**src/rtl/rus_pkg.sv**
```systemverilog
package rus_pkg;
  localparam int unsigned FLD_W = 8;
  // control register bits
  localparam int unsigned FRZ_BIT  = 7;
  localparam int unsigned UEIE_BIT = 4;
  // status / flag register bits
  localparam int unsigned UIP_BIT  = 7;
  localparam int unsigned UEF_BIT  = 4;

  typedef enum logic [2:0] {
    RK_FIELD,
    RK_STAT,
    RK_CTRL,
    RK_FLAG,
    RK_NONE
  } reg_kind_e;
endpackage

```
**src/rtl/rus_prescale.sv**
```systemverilog
module rus_prescale #(
  parameter int DIV  = 32768,
  parameter int LEAD = 8,
  localparam int CW  = $clog2(DIV)
) (
  input  logic clk,
  input  logic rst_n,
  input  logic tick_en,
  output logic sec_tick,
  output logic upd_done,
  output logic uip
);
  localparam logic [CW-1:0] LAST = CW'(DIV - 1);
  localparam logic [CW-1:0] WARN = CW'(DIV - 1 - LEAD);

  logic [CW-1:0] cnt_q, cnt_d;
  logic          uip_q, uip_d;
  logic          pend_q, pend_d;

  always_comb begin
    cnt_d  = cnt_q;
    uip_d  = uip_q;
    pend_d = pend_q;
    if (tick_en) begin
      cnt_d = (cnt_q == LAST) ? '0 : cnt_q + CW'(1);
      if (pend_q) begin
        uip_d  = 1'b0;
        pend_d = 1'b0;
      end
      if (cnt_q == WARN) uip_d = 1'b1;
      if (cnt_q == LAST) pend_d = 1'b1;
    end
  end

  always_ff @(posedge clk or negedge rst_n) begin
    if (!rst_n) begin
      cnt_q  <= '0;
      uip_q  <= 1'b0;
      pend_q <= 1'b0;
    end else begin
      cnt_q  <= cnt_d;
      uip_q  <= uip_d;
      pend_q <= pend_d;
    end
  end

  assign sec_tick = tick_en & (cnt_q == LAST);
  assign upd_done = tick_en & pend_q;
  assign uip      = uip_q;

  // the warning is already up when the tick is issued
  a_r3_uip_at_tick: assert property (@(posedge clk) disable iff (!rst_n)
    sec_tick |-> uip_q);
  // the warning rises only on a slow-clock enable that is not the tick
  a_r3_uip_rise_on_enable: assert property (@(posedge clk) disable iff (!rst_n)
    $rose(uip_q) |-> ($past(tick_en) && !$past(sec_tick)));
  // the warning drops only at the update-done point
  a_r4_uip_fall_at_done: assert property (@(posedge clk) disable iff (!rst_n)
    $fell(uip_q) |-> $past(upd_done));
endmodule

```
**src/rtl/rus_shadow.sv**
```systemverilog
module rus_shadow import rus_pkg::*; #(
  parameter int NFIELD = 6,
  localparam int IW    = (NFIELD > 1) ? $clog2(NFIELD) : 1,
  localparam int TW    = NFIELD * FLD_W
) (
  input  logic              clk,
  input  logic              rst_n,
  input  logic              frz,
  input  logic              fld_we,
  input  logic [IW-1:0]     fld_idx,
  input  logic [FLD_W-1:0]  wdata,
  input  logic [TW-1:0]     live_time,
  input  logic              upd_done,
  output logic [TW-1:0]     user_time,
  output logic              ld_valid,
  output logic [NFIELD-1:0] ld_mask
);
  logic frz_d1_q;
  logic thaw;
  logic [NFIELD-1:0] mask_vec;

  always_ff @(posedge clk or negedge rst_n) begin
    if (!rst_n) frz_d1_q <= 1'b0;
    else        frz_d1_q <= frz;
  end

  assign thaw = frz_d1_q & ~frz;

  for (genvar g = 0; g < NFIELD; g++) begin : g_fld
    localparam logic [IW-1:0] IDX = IW'(g);
    logic [FLD_W-1:0] u_q, u_d;
    logic             m_q, m_d;
    logic             hit;

    assign hit = frz & fld_we & (fld_idx == IDX);

    always_comb begin
      u_d = u_q;
      m_d = m_q;
      if (hit) begin
        u_d = wdata;
        m_d = 1'b1;
      end else if (thaw) begin
        if (!m_q) u_d = live_time[g*FLD_W +: FLD_W];
        m_d = 1'b0;
      end else if (upd_done && !frz) begin
        u_d = live_time[g*FLD_W +: FLD_W];
      end
    end

    always_ff @(posedge clk or negedge rst_n) begin
      if (!rst_n) begin
        u_q <= '0;
        m_q <= 1'b0;
      end else begin
        u_q <= u_d;
        m_q <= m_d;
      end
    end

    assign user_time[g*FLD_W +: FLD_W] = u_q;
    assign mask_vec[g] = m_q;
  end

  assign ld_valid = thaw & (|mask_vec);
  assign ld_mask  = mask_vec;

  // a frozen copy with no field write does not change at the next edge
  a_r6_frozen_hold: assert property (@(posedge clk) disable iff (!rst_n)
    (frz && !fld_we) |=> $stable(user_time));
  // outside freeze, thaw and update, field writes leave the copy alone
  a_r7_unfrozen_ignored: assert property (@(posedge clk) disable iff (!rst_n)
    (!frz && !thaw && !upd_done) |=> $stable(user_time));
  // a load only follows a clearing of the freeze bit
  a_r8_load_after_thaw: assert property (@(posedge clk) disable iff (!rst_n)
    ld_valid |-> ($past(frz) && !frz));
  // the written-field record is emptied by the load
  a_r8_mask_emptied: assert property (@(posedge clk) disable iff (!rst_n)
    ld_valid |=> (mask_vec == '0));
endmodule

```
**src/rtl/rus_irq.sv**
```systemverilog
module rus_irq (
  input  logic clk,
  input  logic rst_n,
  input  logic upd_done,
  input  logic flag_rd,
  input  logic ie,
  output logic uef,
  output logic irq
);
  logic uef_q, uef_d;

  always_comb begin
    uef_d = uef_q;
    if (upd_done)     uef_d = 1'b1;
    else if (flag_rd) uef_d = 1'b0;
  end

  always_ff @(posedge clk or negedge rst_n) begin
    if (!rst_n) uef_q <= 1'b0;
    else        uef_q <= uef_d;
  end

  assign uef = uef_q;
  assign irq = uef_q & ie;

  // each update-done point leaves the flag set
  a_r10_set_on_done: assert property (@(posedge clk) disable iff (!rst_n)
    upd_done |=> uef_q);
  // a read without a coincident update clears the flag
  a_r10_read_clears: assert property (@(posedge clk) disable iff (!rst_n)
    (flag_rd && !upd_done) |=> !uef_q);
  // the flag only appears because of an update
  a_r10_rise_cause: assert property (@(posedge clk) disable iff (!rst_n)
    $rose(uef_q) |-> $past(upd_done));
endmodule

```
**src/rtl/rtc_update_sync.sv**
```systemverilog
module rtc_update_sync import rus_pkg::*; #(
  parameter int DIV    = 32768,
  parameter int LEAD   = 8,
  parameter int NFIELD = 6,
  localparam int AW    = $clog2(NFIELD + 3),
  localparam int TW    = NFIELD * FLD_W
) (
  input  logic              clk,
  input  logic              rst_n,
  input  logic              tick_en,
  input  logic [AW-1:0]     bus_addr,
  input  logic              bus_wr,
  input  logic              bus_rd,
  input  logic [7:0]        bus_wdata,
  output logic [7:0]        bus_rdata,
  input  logic [TW-1:0]     live_time,
  output logic              sec_tick,
  output logic              uip,
  output logic              irq,
  output logic              ld_valid,
  output logic [NFIELD-1:0] ld_mask,
  output logic [TW-1:0]     ld_time
);
  localparam int IW = (NFIELD > 1) ? $clog2(NFIELD) : 1;
  localparam logic [AW-1:0] A_STAT = AW'(NFIELD);
  localparam logic [AW-1:0] A_CTRL = AW'(NFIELD + 1);
  localparam logic [AW-1:0] A_FLAG = AW'(NFIELD + 2);

  // reset: asserted asynchronously, released on the clock
  logic [1:0] rs_q;
  logic       rst_s_n;
  always_ff @(posedge clk or negedge rst_n) begin
    if (!rst_n) rs_q <= 2'b00;
    else        rs_q <= {rs_q[0], 1'b1};
  end
  assign rst_s_n = rs_q[1];

  // address decode
  reg_kind_e     kind;
  logic [IW-1:0] fld_idx;
  always_comb begin
    if (bus_addr < A_STAT)       kind = RK_FIELD;
    else if (bus_addr == A_STAT) kind = RK_STAT;
    else if (bus_addr == A_CTRL) kind = RK_CTRL;
    else if (bus_addr == A_FLAG) kind = RK_FLAG;
    else                         kind = RK_NONE;
  end
  assign fld_idx = bus_addr[IW-1:0];

  // control register
  logic frz_q, frz_d, ueie_q, ueie_d;
  always_comb begin
    frz_d  = frz_q;
    ueie_d = ueie_q;
    if (bus_wr && kind == RK_CTRL) begin
      frz_d  = bus_wdata[FRZ_BIT];
      ueie_d = bus_wdata[UEIE_BIT];
    end
  end
  always_ff @(posedge clk or negedge rst_s_n) begin
    if (!rst_s_n) begin
      frz_q  <= 1'b0;
      ueie_q <= 1'b0;
    end else begin
      frz_q  <= frz_d;
      ueie_q <= ueie_d;
    end
  end

  logic upd_done, uef, fld_we, flag_rd;
  logic [TW-1:0] user_time;

  assign fld_we  = bus_wr & (kind == RK_FIELD);
  assign flag_rd = bus_rd & (kind == RK_FLAG);

  rus_prescale #(.DIV(DIV), .LEAD(LEAD)) u_presc (
    .clk      (clk),
    .rst_n    (rst_s_n),
    .tick_en  (tick_en),
    .sec_tick (sec_tick),
    .upd_done (upd_done),
    .uip      (uip)
  );

  rus_shadow #(.NFIELD(NFIELD)) u_shadow (
    .clk       (clk),
    .rst_n     (rst_s_n),
    .frz       (frz_q),
    .fld_we    (fld_we),
    .fld_idx   (fld_idx),
    .wdata     (bus_wdata),
    .live_time (live_time),
    .upd_done  (upd_done),
    .user_time (user_time),
    .ld_valid  (ld_valid),
    .ld_mask   (ld_mask)
  );

  rus_irq u_irq (
    .clk      (clk),
    .rst_n    (rst_s_n),
    .upd_done (upd_done),
    .flag_rd  (flag_rd),
    .ie       (ueie_q),
    .uef      (uef),
    .irq      (irq)
  );

  assign ld_time = user_time;

  // read mux
  logic [FLD_W-1:0] ufield [NFIELD];
  for (genvar g = 0; g < NFIELD; g++) begin : g_rd
    assign ufield[g] = user_time[g*FLD_W +: FLD_W];
  end

  always_comb begin
    bus_rdata = '0;
    if (bus_rd) begin
      case (kind)
        RK_FIELD: bus_rdata = ufield[fld_idx];
        RK_STAT:  bus_rdata[UIP_BIT] = uip;
        RK_CTRL: begin
          bus_rdata[FRZ_BIT]  = frz_q;
          bus_rdata[UEIE_BIT] = ueie_q;
        end
        RK_FLAG:  bus_rdata[UEF_BIT] = uef;
        default:  bus_rdata = '0;
      endcase
    end
  end

  // the request never stands without its enable
  a_r11_irq_needs_enable: assert property (@(posedge clk) disable iff (!rst_s_n)
    irq |-> ueie_q);
  // a tick is only issued on a slow-clock enable
  a_r2_tick_on_enable: assert property (@(posedge clk) disable iff (!rst_s_n)
    sec_tick |-> tick_en);
endmodule

```
**config.mk**
```make
export PLATFORM = sky130hd
export DESIGN_NAME = rtc_update_sync
export DESIGN_NICKNAME = d
export VERILOG_FILES = /design/src/rtl/rus_pkg.sv /design/src/rtl/rus_prescale.sv /design/src/rtl/rus_shadow.sv /design/src/rtl/rus_irq.sv /design/src/rtl/rtc_update_sync.sv
export SDC_FILE = /design/constraint.sdc
export NUM_CORES = 1
export LEC_CHECK = 0
export BUFFER_PORTS_ARGS = -buffer_cell sky130_fd_sc_hd__buf_2
export CAP_MARGIN = 20
export CORE_MARGIN = 5
export CORE_UTILIZATION = 35
export DETAILED_ROUTE_END_ITERATION = 8
export HOLD_SLACK_MARGIN = 0.02
export PLACE_DENSITY_LB_ADDON = 0.3
export SLEW_MARGIN = 20
export SYNTH_ARGS = -nofsm -noshare
export SYNTH_HDL_FRONTEND = slang
export SYNTH_HIERARCHICAL = 1
export SYNTH_SLANG_ARGS = --single-unit
```
**constraint.sdc**
```tcl
create_clock -name clk -period 2.64 [get_ports clk]
set_input_delay 0 -clock clk [delete_from_list [all_inputs] [get_ports clk]]
set_output_delay 0 -clock clk [all_outputs]
set_load 0.01 [all_outputs]
```
### Word level (Yosys, flattened, before mapping)

Index checks and enable logic that the tools add are counted.

* add/subtract/negate cells: 1
* order comparisons: 2
* equal/unequal tests: 19
* multiplexer cells: 49
* bitwise operators: 16
* reductions and logical operators: 27

Operators by type and width (number)
* 8-bit two-way mux: 27
* 15-bit equality test (second input constant): 2
* 8-bit binary-select mux with 3-bit select: 1
* 3-bit inequality test (second input constant): 6
* 3-bit nonzero test: 6
* 2-bit nonzero test: 8
* 15-bit by 1-bit adder with 15-bit output (second input constant): 1
* 15-bit two-way mux: 1
* 1-bit bitwise AND: 14
* 2-bit AND reduction: 7
* 3-bit by 2-bit equality test with 1-bit output (second input constant): 4
* 1-bit two-way mux: 12
* 3-bit two-way mux: 4
* 4-bit by 3-bit equality test with 1-bit output (second input constant): 2
* 3-bit by 1-bit equality test with 1-bit output (second input constant): 2
* 3-bit equality test (second input constant): 2
* 3-bit zero test: 2
* 1-bit case mux with 3 select lines: 2
* 6-bit OR reduction: 1
* 4-bit equality test (second input constant): 1
* 4-bit >= comparator (second input constant): 1
* 4-bit by 3-bit < comparator with 1-bit output (second input constant): 1
* 4-bit two-way mux: 1
* 3-bit NOT with 4-bit output: 1
* 4 further kinds: 5

* flip-flop bits (word level): 77
* output and inout port bits: 66

### Longest topological paths before layout

* depth after elaboration: 11
* depth in mapped cells: 9
* depth with buffers taken out: 6

### Cells and area by module

The synthesis kept the hierarchy.

By module, submodules not included
* rus_shadow: times used 1, cells an instance 297, area each 2660.1 sq um
* rus_prescale: times used 1, cells an instance 82, area each 882.1 sq um
* rtc_update_sync: times used 1, cells an instance 58, area each 626.9 sq um
* rus_irq: times used 1, cells an instance 4, area each 42.5 sq um

### Worst setup path after synthesis

No wires, ideal clock.

* path kind: in2reg
* start: input bus_addr[2]
* end: register u_shadow.g_fld[4].u_q[6]
* library setup time: 0.129 ns
* arrival time: 1.646 ns
* required time: 2.511 ns
* path slack: 0.866 ns
* stages on the path: 9
* path buffers: 4
* path through: clkbuf_1 > buf_1 > a21oi_1 > nand3b_4 > or3b_1 > buf_2 > buf_6 > nor2_2 > a31oi_4

* cells in the longest elaborated chain, start to end: 11
* elaborated cells between the ends (all ways): 17

Ends and longest elaborated chain
* start: declaration: RTL line rtc_update_sync.sv:11 `input logic [AW-1:0] bus_addr,`
* 4-bit equality test: RTL line rtc_update_sync.sv:45 `else if (bus_addr == A_FLAG) kind = RK_FLAG;`
* 3-bit two-way mux: RTL line rtc_update_sync.sv:45
* 3-bit two-way mux: RTL line rtc_update_sync.sv:44 `else if (bus_addr == A_CTRL) kind = RK_CTRL;`
* 3-bit two-way mux: RTL line rtc_update_sync.sv:43 `else if (bus_addr == A_STAT) kind = RK_STAT;`
* 3-bit two-way mux *: RTL line rtc_update_sync.sv:42 `if (bus_addr < A_STAT) kind = RK_FIELD;`
* 3-bit zero test *: RTL line rtc_update_sync.sv:73 `assign fld_we = bus_wr & (kind == RK_FIELD);`
* 1-bit bitwise AND *: RTL line rtc_update_sync.sv:73
* via fld_we: RTL line rtc_update_sync.sv:70 `logic upd_done, uef, fld_we, flag_rd;`
* 1-bit bitwise AND * (2 in series): RTL line rus_shadow.sv:35 `assign hit = frz & fld_we & (fld_idx == IDX);`
* 3-bit inequality test (no source line) / 3-bit nonzero test (equally long branches)
* 2-bit AND reduction (no source line)
* end signal: assignment: RTL line rus_shadow.sv:56 `u_q <= u_d;`
* end: declaration: RTL line rus_shadow.sv:31 `logic [FLD_W-1:0] u_q, u_d;`

The timed path passes the listed nets; every way through them passes the cells marked *.
A chain may end at the register's enable or synchronous reset.

### Worst setup path in the final report

* start: register u_shadow.frz_d1_q
* end: register u_shadow.g_fld[0].u_q[7]

* cells in the longest elaborated chain, start to end: 3
* elaborated cells between the ends (all ways): 6

Ends and longest elaborated chain
* start: declaration: RTL line rus_shadow.sv:18 `logic frz_d1_q;`
* start signal: assignment: RTL line rus_shadow.sv:24 `else frz_d1_q <= frz;`
* 1-bit bitwise AND *: RTL line rus_shadow.sv:27 `assign thaw = frz_d1_q & ~frz;`
* 3-bit inequality test (no source line) (tied with other cells)
* 2-bit AND reduction (no source line) / 8-bit two-way mux (equally long branches)
* end signal: assignment: RTL line rus_shadow.sv:56
* end: declaration: RTL line rus_shadow.sv:31

Mark *: on every way between the ends. The rest lies on a longest branch, timed or not.

==> metrics <==
Post-synth EDFFs=0; num rows=40; drt wl/cell=roughly 18 um; clk_skew=0.00506 ns; worst hold slack=0.0357 ns; CTS H-Tree Depth=3; Max stage delay on crit path=0.72 ns; max_slew headroom=49.0%; PortBufs=130; Slew Viols, Final=0; RSZ-0062 raised after global routing=no; initial drt markers=between 300 and 400; count of cell types in the netlist=48; most common flop cell mapped by yosys=dfrtp_1; total congestion overflow=0; Die W=around 120 um; Die ar.=roughly 14,000 um2; Final Cycle Share=88.4%; fillers=around 1,100; flop-to-flop setup slack=~0.3 ns; critical path's slowest cell=dfrtp_1; vias per inst=5.30; Synth async-reset ratio=100%; placed cell area=between 4000 and 5000 um2; first-pass iteration count of the detailed router=5; first-pass GRT wire length=21,800 um; most area-hungry cell type in the Yosys netlist=dfrtp_1; VDD IR max=366 uV; DR DRC count=0; largest net degree at the start of global routing=47; share of the synthesized area in the top cell type=between 40% and 50%; power per cell area=897 nW/um2; P&R area growth vs syn=43.0%; cell area after synthesis=4210 um2; maximum clock path buffer count=2; Routed WL=between 10,000 and 15,000 um; Syn. warnings=6; Avg Cell Area, Syn=around 9.5 um2; final hold violation count=0; worst-path cell chain=nand2b_1, a21o_1, mux2i_1, a21oi_1, dlygate4sd3_1; startpoint types=register; DP HPWL=9880 um; crit end category=register; Syn Nets=508; Slew @ Worst Pin=0.764 ns; Leak Pwr=2.95 nW; Synth area leaders=dfrtp_1, nand2_1, nor2_1; Worst Path Required=2.86 ns; root buffer cell=clkbuf_16; Top-Level Pins=131; Post-DRT Antenna Nets=0; status=completed; Worst-Skew Late Latency=0.34 ns; CTS tree=yes; Synth Register Bits=77; Antenna Cells=0; Max-Cap Viols=0; Highest Clock Rate=429 MHz; Layout Utilization=50.5%; initial core utilization=35.4%; GR Util All Layers=19.3%; final setup fails=0; most common cell after layout, fill and taps aside=buf_2; initial antenna violation count=0; postcts setup bufs=0; Hold WC Path Type=in2reg; Layout Nets=704; vias=around 4,200; gp weighted congestion=0.845; vias in the first global route=4,065; kind of critical path=reg2reg; Crit Path Max Fanout=14; CP arrival=2.55 ns; layout cell share with drive strength beyond 1=29.0%; clk sink count=77; setup tns final=0 ns; post-layout min period=2.33 ns; fin area=6020 um2; Core Area=11,900 um2; register area share after synthesis=45.8%; Die Height=120 um; clk slew on worst S/H paths=0.06 ns; Num CTS Buffers=9; Post-Synthesis Cells=441; commonest cells after routing, fill and taps aside=buf_2, nand2_1, dfrtp_1, dlygate4sd3_1, nor2_1
[critical path: cells and delay by family, from the launching register on]
kind                   cells  cell delay [ns]
AO/OA/AOI/OAI              2             0.47
buffers and inverters      1             0.59
flip-flops                 1             0.72
multiplexers               1             0.25
AND/OR/NAND/NOR            1             0.18
[metrics by stage]
stage                     total power, mW  instances  worst slack [ns]
final                                5.40        789             0.307
after global placement               3.69        697             0.810
after global routing                 5.70        789             0.112
after detailed placement             3.74        697             0.680
after CTS                            5.40        789             0.342
after floorplan                      2.97        441             0.337
[where the power goes]
group | internal [mW] | switching (mW)
logic | 1.05 | 0.956
registers | 1.59 | 0.471
clock network | 0.838 | 0.494
[what timing repair did]
item	CTS	global route
hold buffers	76	0
endpoints found under the setup margin	0	0
endpoints found under the hold margin	53	0
resized for setup	0	0
[metal layers]
layer	up-vias	wire [um]	GRT usage, %
met5	-	0	0
met4	0	180	4.72
met3	18	1140	5.28
met2	204	6530	30.7
met1	2021	6030	26.3
li1	1935	-	-
[final timing paths]
| check | to | startpoint | depth (start not counted) |
|---|---|---|---|
| hold / removal | u_shadow/g_fld[5].u_q[6]$_DFFE_PN0P_ | bus_wdata[6] | 3 |
| max in group asynchronous | u_presc/cnt_q[11]$_DFFE_PN0P_ | rs_q[1]$_DFF_PN0_ | 1 |
| min in group asynchronous | u_shadow/g_fld[3].u_q[6]$_DFFE_PN0P_ | rs_q[1]$_DFF_PN0_ | 0 |
| setup reg to reg | u_shadow/g_fld[0].u_q[7]$_DFFE_PN0P_ | u_shadow/frz_d1_q$_DFF_PN0_ | 5 |
| setup / recovery | u_shadow/g_fld[0].u_q[7]$_DFFE_PN0P_ | u_shadow/frz_d1_q$_DFF_PN0_ | 5 |
| hold reg to reg | u_shadow/g_fld[3].u_q[6]$_DFFE_PN0P_ | rs_q[1]$_DFF_PN0_ | 0 |
[registers in the layout, summed over array words and instances (netlist names)]
name                count
frz_q                   1
rs_q                    2
u_irq/uef               1
u_presc/cnt_q          15
u_presc/pend_q          1
u_presc/uip             1
u_shadow/frz_d1_q       1
u_shadow/g_fld.m_q      6
u_shadow/g_fld.u_q     48
ueie_q                  1
[final cells by class]
cell class | count | area [um2] | share of cell area (%)
multi-input cells | 332 | 2110 | 35.0
flip-flops and latches | 77 | 1930 | 32.0
repair buffers | 210 | 1450 | 24.1
clock buffers | 14 | 284 | 4.72
well taps | 147 | 184 | 3.05
clock inverters | 2 | 38.8 | 0.644
inverters | 7 | 26.3 | 0.436
[Yosys cell counts (all sizes together) (2+ instances only)]
cell / count
mux4: 9
nand3: 5
nor2b: 3
mux2: 4
nand2: 103
nand4: 11
xor2: 3
buf: 20
nand2b: 7
and2: 2
nor3: 2
nor4: 4
a211oi: 6
ha: 2
a21oi: 15
a31oi: 42
inv: 7
nand3b: 2
dfrtp: 77
nor2: 68
mux2i: 16
a21o: 9
xnor2: 8
clkbuf: 5
or4: 2
[kinds of logic (layout without fill, tap and decap cells)]
group / count (synthesis) / in the layout / synth area share, %
buffers and inverters: 32 / 233 / 4.25
muxes: 29 / 29 / 10.0
and+or+nand+nor: 211 / 211 / 22.8
DFF: 77 / 77 / 45.8
other: 1 / 1 / 0.0890
AOI/OAI and AO/OA: 78 / 78 / 14.2
adders and majority gates: 2 / 2 / 0.594
xor gates and xnor gates: 11 / 11 / 2.29
No activity file was read; power rests on OpenSTA's default activity.
